<file path="src/rtl/hm_pkg.sv">
package hm_pkg;
  localparam int WORD_W  = 64;
  localparam int HALF_W  = WORD_W / 2;
  localparam int DEV_LSB = 56;
  localparam int CMD_LSB = 48;
  localparam int PAY_W   = 48;

  typedef enum logic [1:0] {
    SZ_BYTE = 2'd0,
    SZ_HALF = 2'd1,
    SZ_WORD = 2'd2,
    SZ_DWORD = 2'd3
  } acc_size_e;

  function automatic logic [7:0] dev_of(input logic [WORD_W-1:0] w);
    return w[DEV_LSB +: 8];
  endfunction

  function automatic logic [7:0] cmd_of(input logic [WORD_W-1:0] w);
    return w[CMD_LSB +: 8];
  endfunction

  function automatic logic [PAY_W-1:0] pay_of(input logic [WORD_W-1:0] w);
    return w[PAY_W-1:0];
  endfunction
endpackage

</file>
<file path="src/rtl/hm_access.sv">
module hm_access
  import hm_pkg::*;
#(
  parameter int ADDR_W = 16,
  parameter logic [ADDR_W-1:0] BASE_ADDR = '0
) (
  input  logic              acc_valid,
  input  logic              acc_write,
  input  logic [ADDR_W-1:0] acc_addr,
  input  logic [1:0]        acc_size,
  input  logic [WORD_W-1:0] acc_wdata,
  input  logic [WORD_W-1:0] cur_word,
  output logic              upd,
  output logic [WORD_W-1:0] next_word,
  output logic              rd_ok,
  output logic [WORD_W-1:0] rd_val,
  output logic              fault
);
  localparam logic [ADDR_W-1:0] HI_ADDR = BASE_ADDR + ADDR_W'(4);
  localparam int NBYTES = WORD_W / 8;

  logic             at_lo, at_hi;
  logic [WORD_W-1:0] wmask;

  assign at_lo = (acc_addr == BASE_ADDR);
  assign at_hi = (acc_addr == HI_ADDR);

  // byte lane mask for a zero-extended narrow write
  for (genvar b = 0; b < NBYTES; b++) begin : g_mask
    assign wmask[b*8 +: 8] = (b < (32'd1 << acc_size)) ? 8'hFF : 8'h00;
  end

  always_comb begin
    upd       = 1'b0;
    next_word = cur_word;
    rd_ok     = 1'b0;
    rd_val    = '0;
    fault     = 1'b0;
    if (acc_valid) begin
      if (acc_write) begin
        if (at_lo) begin
          upd = 1'b1;
          if (acc_size == SZ_WORD)
            next_word = {cur_word[WORD_W-1:HALF_W], acc_wdata[HALF_W-1:0]};
          else
            next_word = acc_wdata & wmask;
        end else if (at_hi && acc_size == SZ_WORD) begin
          upd       = 1'b1;
          next_word = {acc_wdata[HALF_W-1:0], cur_word[HALF_W-1:0]};
        end else begin
          fault = 1'b1;
        end
      end else begin
        if (at_lo && acc_size == SZ_DWORD) begin
          rd_ok  = 1'b1;
          rd_val = cur_word;
        end else if (at_lo && acc_size == SZ_WORD) begin
          rd_ok  = 1'b1;
          rd_val = {{HALF_W{1'b0}}, cur_word[HALF_W-1:0]};
        end else if (at_hi && acc_size == SZ_WORD) begin
          rd_ok  = 1'b1;
          rd_val = {{HALF_W{1'b0}}, cur_word[WORD_W-1:HALF_W]};
        end else begin
          fault = 1'b1;
        end
      end
    end
  end
endmodule

</file>
<file path="src/rtl/hm_cmd_decode.sv">
module hm_cmd_decode
  import hm_pkg::*;
#(
  parameter logic [7:0] DEV_EXIT = 8'h00,
  parameter logic [7:0] DEV_CON  = 8'h01,
  parameter logic [7:0] CMD_PUT  = 8'h01
) (
  input  logic              clk,
  input  logic              rst,
  input  logic              fire,
  input  logic [WORD_W-1:0] word,
  output logic              exit_done,
  output logic [WORD_W-1:0] exit_code,
  output logic              con_valid,
  output logic [7:0]        con_char
);
  logic [PAY_W-1:0] pay;
  logic             is_exit, is_put;

  assign pay     = pay_of(word);
  assign is_exit = fire && dev_of(word) == DEV_EXIT && pay[0];
  assign is_put  = fire && dev_of(word) == DEV_CON && cmd_of(word) == CMD_PUT;

  always_ff @(posedge clk) begin
    if (rst) begin
      exit_done <= 1'b0;
      exit_code <= '0;
      con_valid <= 1'b0;
      con_char  <= '0;
    end else begin
      con_valid <= is_put;
      if (is_put) con_char <= pay[7:0];
      if (is_exit && !exit_done) begin
        exit_done <= 1'b1;
        exit_code <= WORD_W'(pay >> 1);
      end
    end
  end

  AST_DONE_STICKY: assert property (@(posedge clk) disable iff (rst)
    exit_done |=> exit_done);
  AST_CODE_FROZEN: assert property (@(posedge clk) disable iff (rst)
    exit_done |=> $stable(exit_code));
  AST_CON_FROM_WRITE: assert property (@(posedge clk) disable iff (rst)
    con_valid |-> $past(fire));
  AST_DONE_FROM_WRITE: assert property (@(posedge clk) disable iff (rst)
    $rose(exit_done) |-> $past(fire));
endmodule

</file>
<file path="src/rtl/hm_mailbox.sv">
module hm_mailbox
  import hm_pkg::*;
#(
  parameter int ADDR_W = 16,
  parameter logic [ADDR_W-1:0] BASE_ADDR = 16'h1000
) (
  input  logic              clk,
  input  logic              rst,
  input  logic              acc_valid,
  input  logic              acc_write,
  input  logic [ADDR_W-1:0] acc_addr,
  input  logic [1:0]        acc_size,
  input  logic [63:0]       acc_wdata,
  output logic [63:0]       rd_data,
  output logic              acc_fault,
  output logic              exit_done,
  output logic [63:0]       exit_code,
  output logic              con_valid,
  output logic [7:0]        con_char
);
  logic [WORD_W-1:0] word_q, next_word, rd_val;
  logic              upd, rd_ok, fault;

  hm_access #(.ADDR_W(ADDR_W), .BASE_ADDR(BASE_ADDR)) u_access (
    .acc_valid (acc_valid),
    .acc_write (acc_write),
    .acc_addr  (acc_addr),
    .acc_size  (acc_size),
    .acc_wdata (acc_wdata),
    .cur_word  (word_q),
    .upd       (upd),
    .next_word (next_word),
    .rd_ok     (rd_ok),
    .rd_val    (rd_val),
    .fault     (fault)
  );

  // decoder sees the merged word, not the raw write data
  hm_cmd_decode u_decode (
    .clk       (clk),
    .rst       (rst),
    .fire      (upd),
    .word      (next_word),
    .exit_done (exit_done),
    .exit_code (exit_code),
    .con_valid (con_valid),
    .con_char  (con_char)
  );

  always_ff @(posedge clk) begin
    if (rst) begin
      word_q    <= '0;
      rd_data   <= '0;
      acc_fault <= 1'b0;
    end else begin
      if (upd) word_q <= next_word;
      rd_data   <= rd_ok ? rd_val : '0;
      acc_fault <= fault;
    end
  end

  AST_FAULT_NEEDS_ACCESS: assert property (@(posedge clk) disable iff (rst)
    acc_fault |-> $past(acc_valid));
  AST_FAULT_KEEPS_WORD: assert property (@(posedge clk) disable iff (rst)
    (acc_fault && $past(acc_write)) |-> $stable(word_q));
  AST_READ_KEEPS_WORD: assert property (@(posedge clk) disable iff (rst)
    !$past(acc_valid && acc_write) |-> $stable(word_q));
  AST_RD_ONLY_ON_READ: assert property (@(posedge clk) disable iff (rst)
    (rd_data != '0) |-> $past(acc_valid && !acc_write));
endmodule

</file>
<file path="config.mk">
export PLATFORM = sky130hd
export DESIGN_NAME = hm_mailbox
export DESIGN_NICKNAME = d
export VERILOG_FILES = /design/src/rtl/hm_pkg.sv /design/src/rtl/hm_access.sv /design/src/rtl/hm_cmd_decode.sv /design/src/rtl/hm_mailbox.sv
export SDC_FILE = /design/constraint.sdc
export NUM_CORES = 1
export LEC_CHECK = 0
export BUFFER_PORTS_ARGS = -buffer_cell sky130_fd_sc_hd__buf_2
export CORE_ASPECT_RATIO = 1.2
export CORE_MARGIN = 3
export CORE_UTILIZATION = 40
export CTS_BUF_LIST = sky130_fd_sc_hd__clkbuf_8 sky130_fd_sc_hd__clkbuf_16
export DETAILED_ROUTE_END_ITERATION = 6
export RECOVER_POWER = 50
export SLEW_MARGIN = 20
export SYNTH_ARGS = -nofsm -noshare
export SYNTH_HDL_FRONTEND = slang
export SYNTH_SLANG_ARGS = --single-unit
</file>
<file path="constraint.sdc">
create_clock -name clk -period 4.3 [get_ports clk]
set_input_delay 0.43 -clock clk [delete_from_list [all_inputs] [get_ports clk]]
set_output_delay 0.43 -clock clk [all_outputs]
set_load 0.05 [all_outputs]
</file>
# ---- Word-level counts from Yosys, hierarchy flattened
# Index checks and enable logic that the tools add are counted.
dict set report totals {
  ff_bits 186
  input_bits 86
  output_inout_bits 139
}
dict set report classes {
  n_mux 29
  n_bitwise 3
  reduce_logical 12
  magnitude_cmp 8
  eq_ne 6
  n_shift 1
}
# cell count
set ops {}
lappend ops {{$mux 64} 7}
lappend ops {{$lt 3x32->1 const A} 4}
lappend ops {{$and 64x64->64} 1}
lappend ops {{$lt 1x32->1 const A} 2}
lappend ops {{$lt 2x32->1 const A} 2}
lappend ops {{$mux 8} 8}
lappend ops {{$eq 16x13->1 const B} 2}
lappend ops {{$mux 32} 1}
lappend ops {{$shl 1x2->32 const A} 1}
lappend ops {{$eq 8x1->1 const B} 2}
lappend ops {{$mux 1} 13}
lappend ops {{$logic_and 1x1->1} 8}
lappend ops {{$logic_not 8->1} 1}
lappend ops {{$eq 2x2->1 const B} 2}
lappend ops {{$reduce_or 4->1} 1}
lappend ops {{$not 1->1} 2}
lappend ops {{$reduce_or 2->1} 1}
lappend ops {{$logic_not 1->1} 1}

# ---- Longest topological paths before layout
# Gate-level depths: netlist of the first run.
dict set report logic_depth {
  depth_word 12
  depth_mapped 9
  depth_no_buf 6
}

# ---- Modules after synthesis
# A second synthesis of the first run with hierarchy kept.
dict set report hier_totals {
  hier_cells 885
  hier_area_um2 8496.9
}
# module area_each_um2 cells_each n_inst
set modules_own_cells {}
lappend modules_own_cells {hm_mailbox 4082.7 344 1}
lappend modules_own_cells {hm_cmd_decode 2283.4 217 1}
lappend modules_own_cells {hm_access 2130.8 324 1}

# ---- Worst setup path before layout of the first run
# OpenSTA, ideal clock, no wires.
dict set report synth_path {
  path_kind {input -> register}
  from {in acc_addr[15]}
  to {reg u_decode.exit_code[45]}
  path_slack_ns 1.667
  t_arrival_ns 2.510
  path_buffers 2
  path_stages 8
  setup_time_ns 0.123
  cell_sequence {nor4_2 > nand4_1 > nor2_1 > nand4_1 > a2111oi_2 > buf_4 > buf_6 > mux2_1}
}
dict set report synth_via {
  elab_chain_len 10
  word_cells_on_any_way 15
}
# element line_no
set synth_lines {}
lappend synth_lines {{start, declared} hm_mailbox.sv:11} ;# input logic [ADDR_W-1:0] acc_addr,
lappend synth_lines {{$eq 16x13->1} hm_access.sv:26} ;# assign at_hi = (acc_addr == HI_ADDR);
lappend synth_lines {{$logic_and 1x1->1} hm_access.sv:47} ;# end else if (at_hi && acc_size == SZ_WORD) begin
lappend synth_lines {{$mux 64} hm_access.sv:47}
lappend synth_lines {{$mux 64} hm_access.sv:41} ;# if (at_lo) begin
lappend synth_lines {{$mux 64} hm_access.sv:40} ;# if (acc_write) begin
lappend synth_lines {{$mux 64} hm_access.sv:39} ;# if (acc_valid) begin
lappend synth_lines {{$logic_not 8->1} hm_cmd_decode.sv:21} ;# assign is_exit = fire && dev_of(word) == DEV_EXIT && pay[0];
lappend synth_lines {{$logic_and 1x1->1 (2 in series)} hm_cmd_decode.sv:21}
lappend synth_lines {{$logic_and 1x1->1} hm_cmd_decode.sv:33} ;# if (is_exit && !exit_done) begin
lappend synth_lines {{end signal, assigned} hm_cmd_decode.sv:35} ;# exit_code <= WORD_W'(pay >> 1);
lappend synth_lines {{end, declared} hm_cmd_decode.sv:13} ;# output logic [WORD_W-1:0] exit_code,
# Parallel ways exist; a longest one is shown, timed or not.
# A chain may end at the register's enable or synchronous reset.

# ---- Worst setup path after layout of the first run
dict set report layout_path {
  from {in acc_addr[14]}
  to {reg u_decode.con_char[0]}
}
dict set report layout_via {
  elab_chain_len 9
  word_cells_on_any_way 15
}
# element line_no
set layout_lines {}
lappend layout_lines {{$eq 16x13->1} hm_access.sv:26}
lappend layout_lines {{$logic_and 1x1->1} hm_access.sv:47}
lappend layout_lines {{$mux 64} hm_access.sv:47}
lappend layout_lines {{$mux 64} hm_access.sv:41}
lappend layout_lines {{$mux 64} hm_access.sv:40}
lappend layout_lines {{$mux 64} hm_access.sv:39}
lappend layout_lines {{$eq 8x1->1} hm_cmd_decode.sv:22} ;# assign is_put = fire && dev_of(word) == DEV_CON && cmd_of(word) == CMD_PUT;
lappend layout_lines {{$logic_and 1x1->1 (2 in series)} hm_cmd_decode.sv:22}
lappend layout_lines {{end signal, assigned} hm_cmd_decode.sv:32} ;# if (is_put) con_char <= pay[7:0];
lappend layout_lines {{end, declared} hm_cmd_decode.sv:15} ;# output logic [7:0] con_char
# Parallel ways exist; a longest one is shown, timed or not.

==> results.yml, run 1 <==
status:
  outcome: "finished with violations"
  failed_checks: "max-capacitance violations, max-slew violations"
timing:
  fin_ws_ns: 1.13
  slew-limit-headroom_pct: -15.3
  slew_violations: 31
  worst_pin_slew_ns: 1.73
  skew_ns: 0.00713
  post-route-period-util_pct: 73.7
  fmax_mhz: 316
  hold_violations: 0
  tns_ns: 0
  rsz0062_at_grt: "false"
  finalSetupViolCount: 0
  timing.final.crit_period_ns: 3.17
cts:
  numCtsBuffers: 17
  clockRootBuffer: "clkbuf_16"
  clock_path_buffers: 2
  clock_latency_ns: 0.43
  cts_hold_buf: 0
  cts_sinks: 186
  clkTransAtPathRegs_ns: 0.07
  ctsResizeCount: 0
  htree_levels: 4
  cts_setup_buffers: 0
  cts_tree: "done"
job:
  maxCapViolations: 1
floorplanning:
  die_area_um2: 19900
  core_area_um2: 17700
  rows: 53
  io_pins: 225
  die_y_um: 154
  start_util_pct: 41.2
  die_x_um: 129
place:
  dp_hpwl_um: 15700
  place.gp.congestion: 0.889
  port_buffers: 207
  dp_worst_setup_slack_ns: 0.935
synthesis:
  syn_area_um2: 7290
  synth.top_cells.by_count: "186 x dfxtp_1, 110 x nand2_1, 73 x a21oi_1"
  ys_ff_latch: 186
  ys.flop_type: "dfxtp_1"
  yosys_warnings: 0
  synthArstFlopShare_pct: 0
  avgSynthCellArea_um2: 9.37
  synthDistinctLibCells: 48
  yosysSeqAreaShare_pct: 51.1
  yosysTopAreaCell: "dfxtp_1"
  synth_top_cell_area_share_pct: 51.1
  synth_enable_flop_cells: 0
  synthCells: 778
  synth.most_common_cell: "dfxtp_1"
  ys_top_cells_by_area: "dfxtp_1 51%, nand2_1 5.7%, a21oi_1 5.0%"
power_and_ir_drop:
  peakVddDrop_v: 0.000270
  pwr_density_cell_nw_per_um2: 394
  p_leak_nw: 3.38
worst_setup_path:
  cp-end-kind: "register"
  r2r_slack_ns: 1.90
  endpoint: "u_decode.con_char[0]"
  cp_max_fo: 14
  timing.rr.start: "word_q[58]"
  rr_endpoint: "u_decode.exit_code[19]"
  required_ns: 4.63
  crit_type: "input pin to register"
  cp-start-kind: "input pin"
  crit_arrival_ns: 3.49
  rr_worst_depth: 7
  crit_start: "acc_addr[14]"
detailed_routing:
  drt_iter0_markers: 450
  wire_per_inst_um: 18.9
  ant_nets: 0
  first_pass_iters: 5
  vias_per_cell: 5.19
  drcViolationCount: 0
  vias: 6182
  routed_wl_um: 22500
global_routing:
  grt_antenna_before_repair: 0
  grt_pass1_vias: 6123
  overflow: 0
  grt_pass1_wl_um: 33700
  grt_usage_pct: 22.3
  grt_max_degree: 80
worst_hold_path:
  hold_path_class: "input pin to register"
finish:
  area_growth_pct: 21.5
  num_antenna_cells: 0
  nets: 1046
  drive_gt1_share_pct: 17.7
==> kinds of logic (layout without fill, tap and decap cells) <==
group	after synthesis	after routing	synth area share [%]
and+or+nand+nor	296	296	20.6
DFF	186	186	51.1
AOI/OAI and AO/OA	148	148	13.2
buffers and inverters	83	261	5.54
muxes	63	63	9.41
other	1	17	0.0514
xor gates and xnor gates	1	1	0.120
==> critical path, cell delays in order <==
cell,delay [ns]
buf_2,0.11
nor4_1,0.46
nand4_1,0.21
clkbuf_1,0.34
o31ai_1,0.53
o21ai_0,0.21
or4_1,0.81
mux2_4,0.39
==> stage by stage <==
step                hold slack, ns  cells  power [mW]  util [%]  instance area [um2]
floorplan                    0.436    794        1.88         -                 7350
global placement             0.451   1161        1.94      47.7                 8440
detailed placement           0.456   1161        1.94      47.7                 8440
CTS                          0.303   1192        3.51      51.1                 9040
global route                 0.307   1192        3.60      50.0                 8860
finish                       0.316   1192        3.49      50.0                 8860
==> layer usage <==
layer	GRT usage, %	routed length (um)	vias up
li1	-	-	2981
met1	27.9	9490	2905
met2	37.2	10900	263
met3	5.35	1650	33
met4	7.60	444	0
met5	0	0	-
==> power breakdown <==
part / total (mW) / switching (mW) / internal (mW) / leakage, nW
Clock: 1.59 / 0.671 / 0.916 / 0.289
Combinational: 0.181 / 0.126 / 0.0556 / 1.60
Sequential: 1.72 / 0.000167 / 1.72 / 1.50
Total: 3.49 / 0.797 / 2.69 / 3.38
==> how the worst min path moves through the flow <==
stage | startpoint | end | slack [ns] | cells past startpoint
global route | acc_valid | word_q[48] | 0.31 | 3
detailed placement | word_q[17] | rd_data[17] | 0.46 | 2
floorplan | word_q[1] | rd_data[1] | 0.44 | 2
CTS | acc_valid | word_q[48] | 0.30 | 3
global placement | word_q[23] | rd_data[23] | 0.45 | 2
finish | acc_wdata[16] | word_q[16] | 0.32 | 3
==> layout by cell type (no fill, tap or decap), drive strengths merged, types with 24 or more instances in the layout <==
cell type	count
mux2	41
clkbuf	145
buf	95
dfxtp	186
a21oi	73
a22o	25
nor2	27
nor2b	43
nand3	24
nand2	110
and2	34
==> cell type report <==
type | count | area (um2)
fillers | 1758 | 8850
flip-flops and latches | 186 | 3720
multi-input cells | 525 | 3250
repair buffers | 219 | 968
clock buffers | 21 | 480
well taps | 220 | 275
clock inverters | 10 | 118
inverters | 11 | 41.3
==> state kept, by name, summed over array words and instances, names as in the netlist <==
name and cells:
u_decode.exit_code 47, u_decode.con_valid 1, acc_fault 1, u_decode.exit_done 1
word_q 64, rd_data 64, u_decode.con_char 8
No activity file was read; power rests on OpenSTA's default activity.
==> run 2, diff against run 1 <==
ABC_AREA = 1   (was unset)
PLACE_DENSITY = 0.67   (was unset)
clock period = 2.7 ns   (was 4.3 ns; I/O delays follow)
==> run 2 against run 1 <==
  * The flow now finishes without violations
  * Sequential share of layout area down 2.6 points
  * First-iteration DRC count increased by 3.6%
  * Worst hold slack got worse by 0.18 ns
  * Sequential cell count did not move
  * Wire length increased by 1.3%
  * Final cell count rose by 32%
  * Sequential power increased by 60%
  * Critical endpoint is now u_decode.exit_code[9]
  * Highest routed layer unchanged
==> results.yml, run 2 <==
finish:
  mostFrequentLayoutCells: "345 x nand2_1, 214 x nor2_1, 186 x dfxtp_1"
  drive_gt1_share_pct: 14.1
  mostFrequentLayoutCell: "nand2_1"
  top_regs: "rd_data (64), word_q (64), u_decode.exit_code (47)"
  fin_util_pct: 49.7
  area_growth_pct: 21.2
  num-fill-cells: 2027
  nets: 1390
power_and_ir_drop:
  pwr_density_cell_nw_per_um2: 590
  p_leak_nw: 3.96
  p_total_mw: 5.57
  peakVddDrop_v: 0.000413
worst_setup_path:
  crit_family: "simple AND/OR/NAND/NOR gates"
  critical-path-max-stage-delay_ns: 0.32
  required_ns: 3.02
  path_common_cell: "nand2_1"
  cp_cell_sequence: "buf_2, nor2_1, nand2_1, nor2_4, nand2_1, buf_4, a21oi_1, nand3_1, nor2_1, nand3_2, nor2b_4, buf_4, nand2_1, nand2_1, nor2_1"
  cp-end-kind: "register"
  rr_endpoint: "u_decode.exit_code[9]"
  timing.rr.start: "word_q[56]"
  slowest_stage: "buf_4"
  crit_arrival_ns: 2.64
  cp_max_fo: 24
  cp_num_buf_inv: 3
  r2r_slack_ns: 0.93
  cp-start-kind: "input pin"
  crit_type: "input pin to register"
  rr_worst_depth: 11
floorplanning:
  die_y_um: 159
  core_area_um2: 19000
  start_util_pct: 41.0
  die_area_um2: 21200
  die_x_um: 133
  rows: 55
  io_pins: 225
status:
  outcome: "completed"
synthesis:
  synthDistinctLibCells: 31
  synthArstFlopShare_pct: 0
  synth.top_cells.by_count: "345 x nand2_1, 213 x nor2_1, 186 x dfxtp_1"
  synth_top_cell_area_share_pct: 47.8
  yosysTopAreaCell: "dfxtp_1"
  ys.flop_type: "dfxtp_1"
  ys_ff_latch: 186
  syn_area_um2: 7790
  yosys_warnings: 0
  synth.most_common_cell: "nand2_1"
  synthCells: 1110
  synth_enable_flop_cells: 0
  yosysSeqAreaShare_pct: 47.8
  avgSynthCellArea_um2: 7.02
  ys_top_cells_by_area: "dfxtp_1 48%, nand2_1 17%, nor2_1 10%"
place:
  dp_hpwl_um: 16500
  place.gp.congestion: 0.884
  port_buffers: 207
  dp_worst_setup_slack_ns: 0.0969
global_routing:
  overflow: 0
  grt_max_degree: 67
  grt_pass1_wl_um: 35900
  grt_antenna_before_repair: 1
  grt_pass1_vias: 7018
  grt_usage_pct: 21.3
detailed_routing:
  wire_per_inst_um: 14.5
  ant_nets: 0
  drcViolationCount: 0
  first_pass_iters: 5
  vias: 7349
  vias_per_cell: 4.67
  routed_wl_um: 22800
  drt_iter0_markers: 466
timing:
  skew_ns: 0.00986
  tns_ns: 0
  worst_pin_slew_ns: 0.802
  slew_violations: 0
  finalSetupViolCount: 0
  rsz0062_at_grt: "false"
  timing.final.crit_period_ns: 2.32
  hold_violations: 0
  post-route-period-util_pct: 85.7
  fmax_mhz: 432
  slew-limit-headroom_pct: 46.6
  fin_ws_ns: 0.385
cts:
  cts_sinks: 186
  numCtsBuffers: 17
  clock_latency_ns: 0.43
  clock_path_buffers: 2
  clkTransAtPathRegs_ns: 0.06
  ctsResizeCount: 0
  cts_setup_buffers: 0
  htree_levels: 4
  cts_tree: "done"
  cts_hold_buf: 0
  clockRootBuffer: "clkbuf_16"
job:
  maxCapViolations: 0
worst_hold_path:
  whs_endpoint: "acc_fault"
  hold_path_class: "input pin to register"
  holdPathStages: 3
  hold_path.startpoint: "acc_valid"
## run 2: cell types whose count changed in the layout (fill, tap and decap cells not counted), moves of 20 or more
cell     change
a22oi_1     -20
inv_1       +91
and2_1      -32
a22o_1      -25
a21oi_1     -43
nor2b_1     -41
nor2_1     +187
nand2_1    +235
o21ai_0     +54
mux2_2      -28
## run 2: power breakdown
group | total, mW | leakage [nW] | switching [mW] | internal, mW
clock | 2.57 | 0.300 | 1.05 | 1.52
sequential | 2.75 | 1.50 | 0.00106 | 2.74
combinational | 0.251 | 2.17 | 0.177 | 0.0746
total | 5.57 | 3.96 | 1.22 | 4.34
## run 2: layer usage
metal | vias to the layer above | global-route usage (%) | share of wire, %
met1 | 3272 | 26.0 | 41
met3 | 55 | 4.21 | 7.2
met2 | 296 | 36.0 | 48
met4 | 0 | 9.92 | 3.5
li1 | 3726 | - | -
met5 | - | 0 | 0
## run 2: logic make-up after synthesis
family                 share of synthesized area (%)
and+or+nand+nor                                 32.7
buffers and inverters                           11.2
DFF                                             47.8
AOI/OAI and AO/OA                               7.43
muxes                                          0.899
other                                         0.0481
## run 2: tightest hold or removal path, cell delays in order
cell and delay [ns]:
buf_2 0.10, nand2_1 0.08, nor3_1 0.06
## run 2: cell type report
cell class              count  area, um2  area share, %
flip-flops and latches    186       3720           39.4
inverters                 110        413           4.37
multi-input cells         752       3270           34.6
diodes                      1       2.50         0.0265
repair buffers            237       1100           11.7
clock inverters            11        145           1.54
well taps                 256        320           3.39
clock buffers              20        467           4.94
## run 2: worst max-delay path by stage
stage	start	endpoint	slack (ns)	depth (start not counted)
global route	acc_addr[1]	u_decode.exit_code[41]	0.17	15
finish	acc_addr[7]	u_decode.exit_code[9]	0.38	15
detailed placement	acc_addr[7]	u_decode.exit_code[9]	0.1	15
global placement	acc_addr[7]	u_decode.exit_code[16]	0.21	17
floorplan	acc_addr[7]	u_decode.exit_code[36]	0.59	19
CTS	acc_addr[7]	u_decode.exit_code[9]	0.54	15
## run 2: per-stage QoR
stage	instances	area [um2]	hold WS, ns
2_1_floorplan	1126	7850	0.422
3_3_place_gp	1541	9000	0.438
3_5_place_dp	1541	9000	0.442
6_report	1573	9440	0.138
4_1_cts	1572	9620	0.123
5_1_grt	1573	9440	0.148
==> run 3, diff against run 2 <==
--- a/config.mk
+++ b/config.mk
@@ -13,6 +13,8 @@
 export CTS_BUF_LIST = sky130_fd_sc_hd__clkbuf_8 sky130_fd_sc_hd__clkbuf_16
 export DETAILED_ROUTE_END_ITERATION = 6
+export HOLD_SLACK_MARGIN = 0.02
 export PLACE_DENSITY = 0.67
 export RECOVER_POWER = 50
+export SKIP_CTS_REPAIR_TIMING = 1
 export SLEW_MARGIN = 20
 export SYNTH_ARGS = -nofsm -noshare
==> constraint.sdc (replaced) <==
create_clock -name clk -period 2.7 [get_ports clk]
set_input_delay 0.27 -clock clk [delete_from_list [all_inputs] [get_ports clk]]
set_output_delay 0.27 -clock clk [all_outputs]
set_load 0.1 [all_outputs]
==> run 3 against run 2 <==
  * Worst hold slack did not move
  * Clock skew did not move
  * Fmax did not move
  * Clock power barely moved
  * Register-to-register slack barely moved
  * Sequential power barely moved
  * Clock-buffer cell count did not move
  * Non-clock buffer count did not move
  * Total power rose by 0.97%
  * Utilization barely moved
  * Final cell count did not move
  * Die area did not move
  * Critical path type unchanged
==> results.yml, run 3 (synthesized netlist as in run 2, its figures left out) <==
global_routing:
  overflow: 0
  grt_pass1_vias: 7018
  grt_pass1_wl_um: 35900
  grt_antenna_before_repair: 1
  grt_max_degree: 67
  grt_usage_pct: 21.3
place:
  dp_worst_setup_slack_ns: 0.0969
  place.gp.congestion: 0.884
  dp_hpwl_um: 16500
  dpl_cell_area_um2: 9000
  dp_cells: 1541
  port_buffers: 207
worst_hold_path:
  hold_path_class: "input pin to register"
  holdPathStages: 3
floorplanning:
  start_util_pct: 41.0
  io_pins: 225
  die_area_um2: 21200
  die_y_um: 159
  core_area_um2: 19000
  die_x_um: 133
  rows: 55
cts:
  clock_path_buffers: 2
  clock_latency_ns: 0.43
  numCtsBuffers: 17
  clockRootBuffer: "clkbuf_16"
  clkTransAtPathRegs_ns: 0.06
  htree_levels: 4
  cts_tree: "done"
  cts_sinks: 186
finish:
  drive_gt1_share_pct: 14.1
  fin_util_pct: 49.7
  stdcell_count: 1573
  top_regs: "rd_data (64), word_q (64), u_decode.exit_code (47)"
  nets: 1390
  area_growth_pct: 21.2
  fin_area_um2: 9450
  mostFrequentLayoutCell: "nand2_1"
  mostFrequentLayoutCells: "345 x nand2_1, 214 x nor2_1, 186 x dfxtp_1"
timing:
  skew_ns: 0.00986
  timing.final.crit_period_ns: 2.32
  worst_pin_slew_ns: 1.25
  timing.hold.ws_ns: 0.138
  slew_violations: 0
  slew-limit-headroom_pct: 16.9
  post-route-period-util_pct: 85.7
  fmax_mhz: 432
  tns_ns: 0
  fin_ws_ns: 0.385
  finalSetupViolCount: 0
  rsz0062_at_grt: "false"
  hold_violations: 0
power_and_ir_drop:
  internal-power_mw: 4.34
  swShare_pct: 22.7
  peakVddDrop_v: 0.000414
  p_leak_nw: 3.97
  seqPwrFrac_pct: 48.8
  pwr_density_cell_nw_per_um2: 595
  p_total_mw: 5.62
  power.switching_mw: 1.28
  clock_power_share_pct: 45.7
  p_comb_share_pct: 5.4
worst_setup_path:
  cp-end-kind: "register"
  crit_family: "simple AND/OR/NAND/NOR gates"
  required_ns: 3.02
  path_depth: 15
  crit_type: "input pin to register"
  path_common_cell: "nand2_1"
  crit_arrival_ns: 2.64
  rr_worst_depth: 11
  cp-start-kind: "input pin"
  cp_cell_sequence: "buf_2, nor2_1, nand2_1, nor2_4, nand2_1, buf_4, a21oi_1, nand3_1, nor2_1, nand3_2, nor2b_4, buf_4, nand2_1, nand2_1, nor2_1"
  cp_num_buf_inv: 3
  critical-path-max-stage-delay_ns: 0.32
  cp_max_fo: 24
  slowest_stage: "buf_4"
detailed_routing:
  drcViolationCount: 0
  first_pass_iters: 5
  wire_per_inst_um: 14.5
  routed_wl_um: 22800
  drt_iter0_markers: 466
  vias_per_cell: 4.67
  ant_nets: 0
  vias: 7349
job:
  maxCapViolations: 0
status:
  outcome: "completed"
run 3: changes by cell type in the layout (fill, tap and decap cells not counted), sizes merged:
| cell | previous run | this run |
|---|---|---|
| buf | 110 | 111 |
| clkbuf | 147 | 146 |
run 3: area by class of cell:
| type | count | area, um2 |
|---|---|---|
| Antenna cell | 1 | 2.50 |
| Clock buffer | 20 | 467 |
| Clock inverter | 11 | 145 |
| Fill cell | 2026 | 9550 |
| Inverter | 110 | 413 |
| Multi-Input combinational cell | 752 | 3270 |
| Sequential cell | 186 | 3720 |
| Tap cell | 256 | 320 |
| Timing Repair Buffer | 237 | 1110 |
run 3: tightest hold or removal path: cells and delay by family:
| family | cells | cell delay (ns) |
|---|---|---|
| buffers and inverters | 1 | 0.10 |
| and+or+nand+nor | 2 | 0.14 |
run 3: final timing paths:
path | from | endpoint | slack [ns]
max | acc_addr[7] | u_decode.exit_code[9] | 0.38
min reg2reg | word_q[47] | rd_data[47] | 0.45
min | acc_valid | acc_fault | 0.14
max reg2reg | word_q[56] | u_decode.exit_code[9] | 0.93
run 3: power by group through the flow:
stage	logic (mW)	clock network [mW]	registers (mW)
final	0.305	2.57	2.75
after global routing	0.328	2.72	2.74
after CTS	0.305	2.63	2.74
after detailed placement	0.304	0	2.81
after global placement	0.305	0	2.81
after floorplan	0.209	0	2.81
run 3: metal layers:
layer	up-vias	wire length, um	GRT usage (%)
met4	0	797	9.92
met3	55	1650	4.21
met5	-	0	0
li1	3726	-	-
met1	3272	9440	26.0
met2	296	10900	36.0
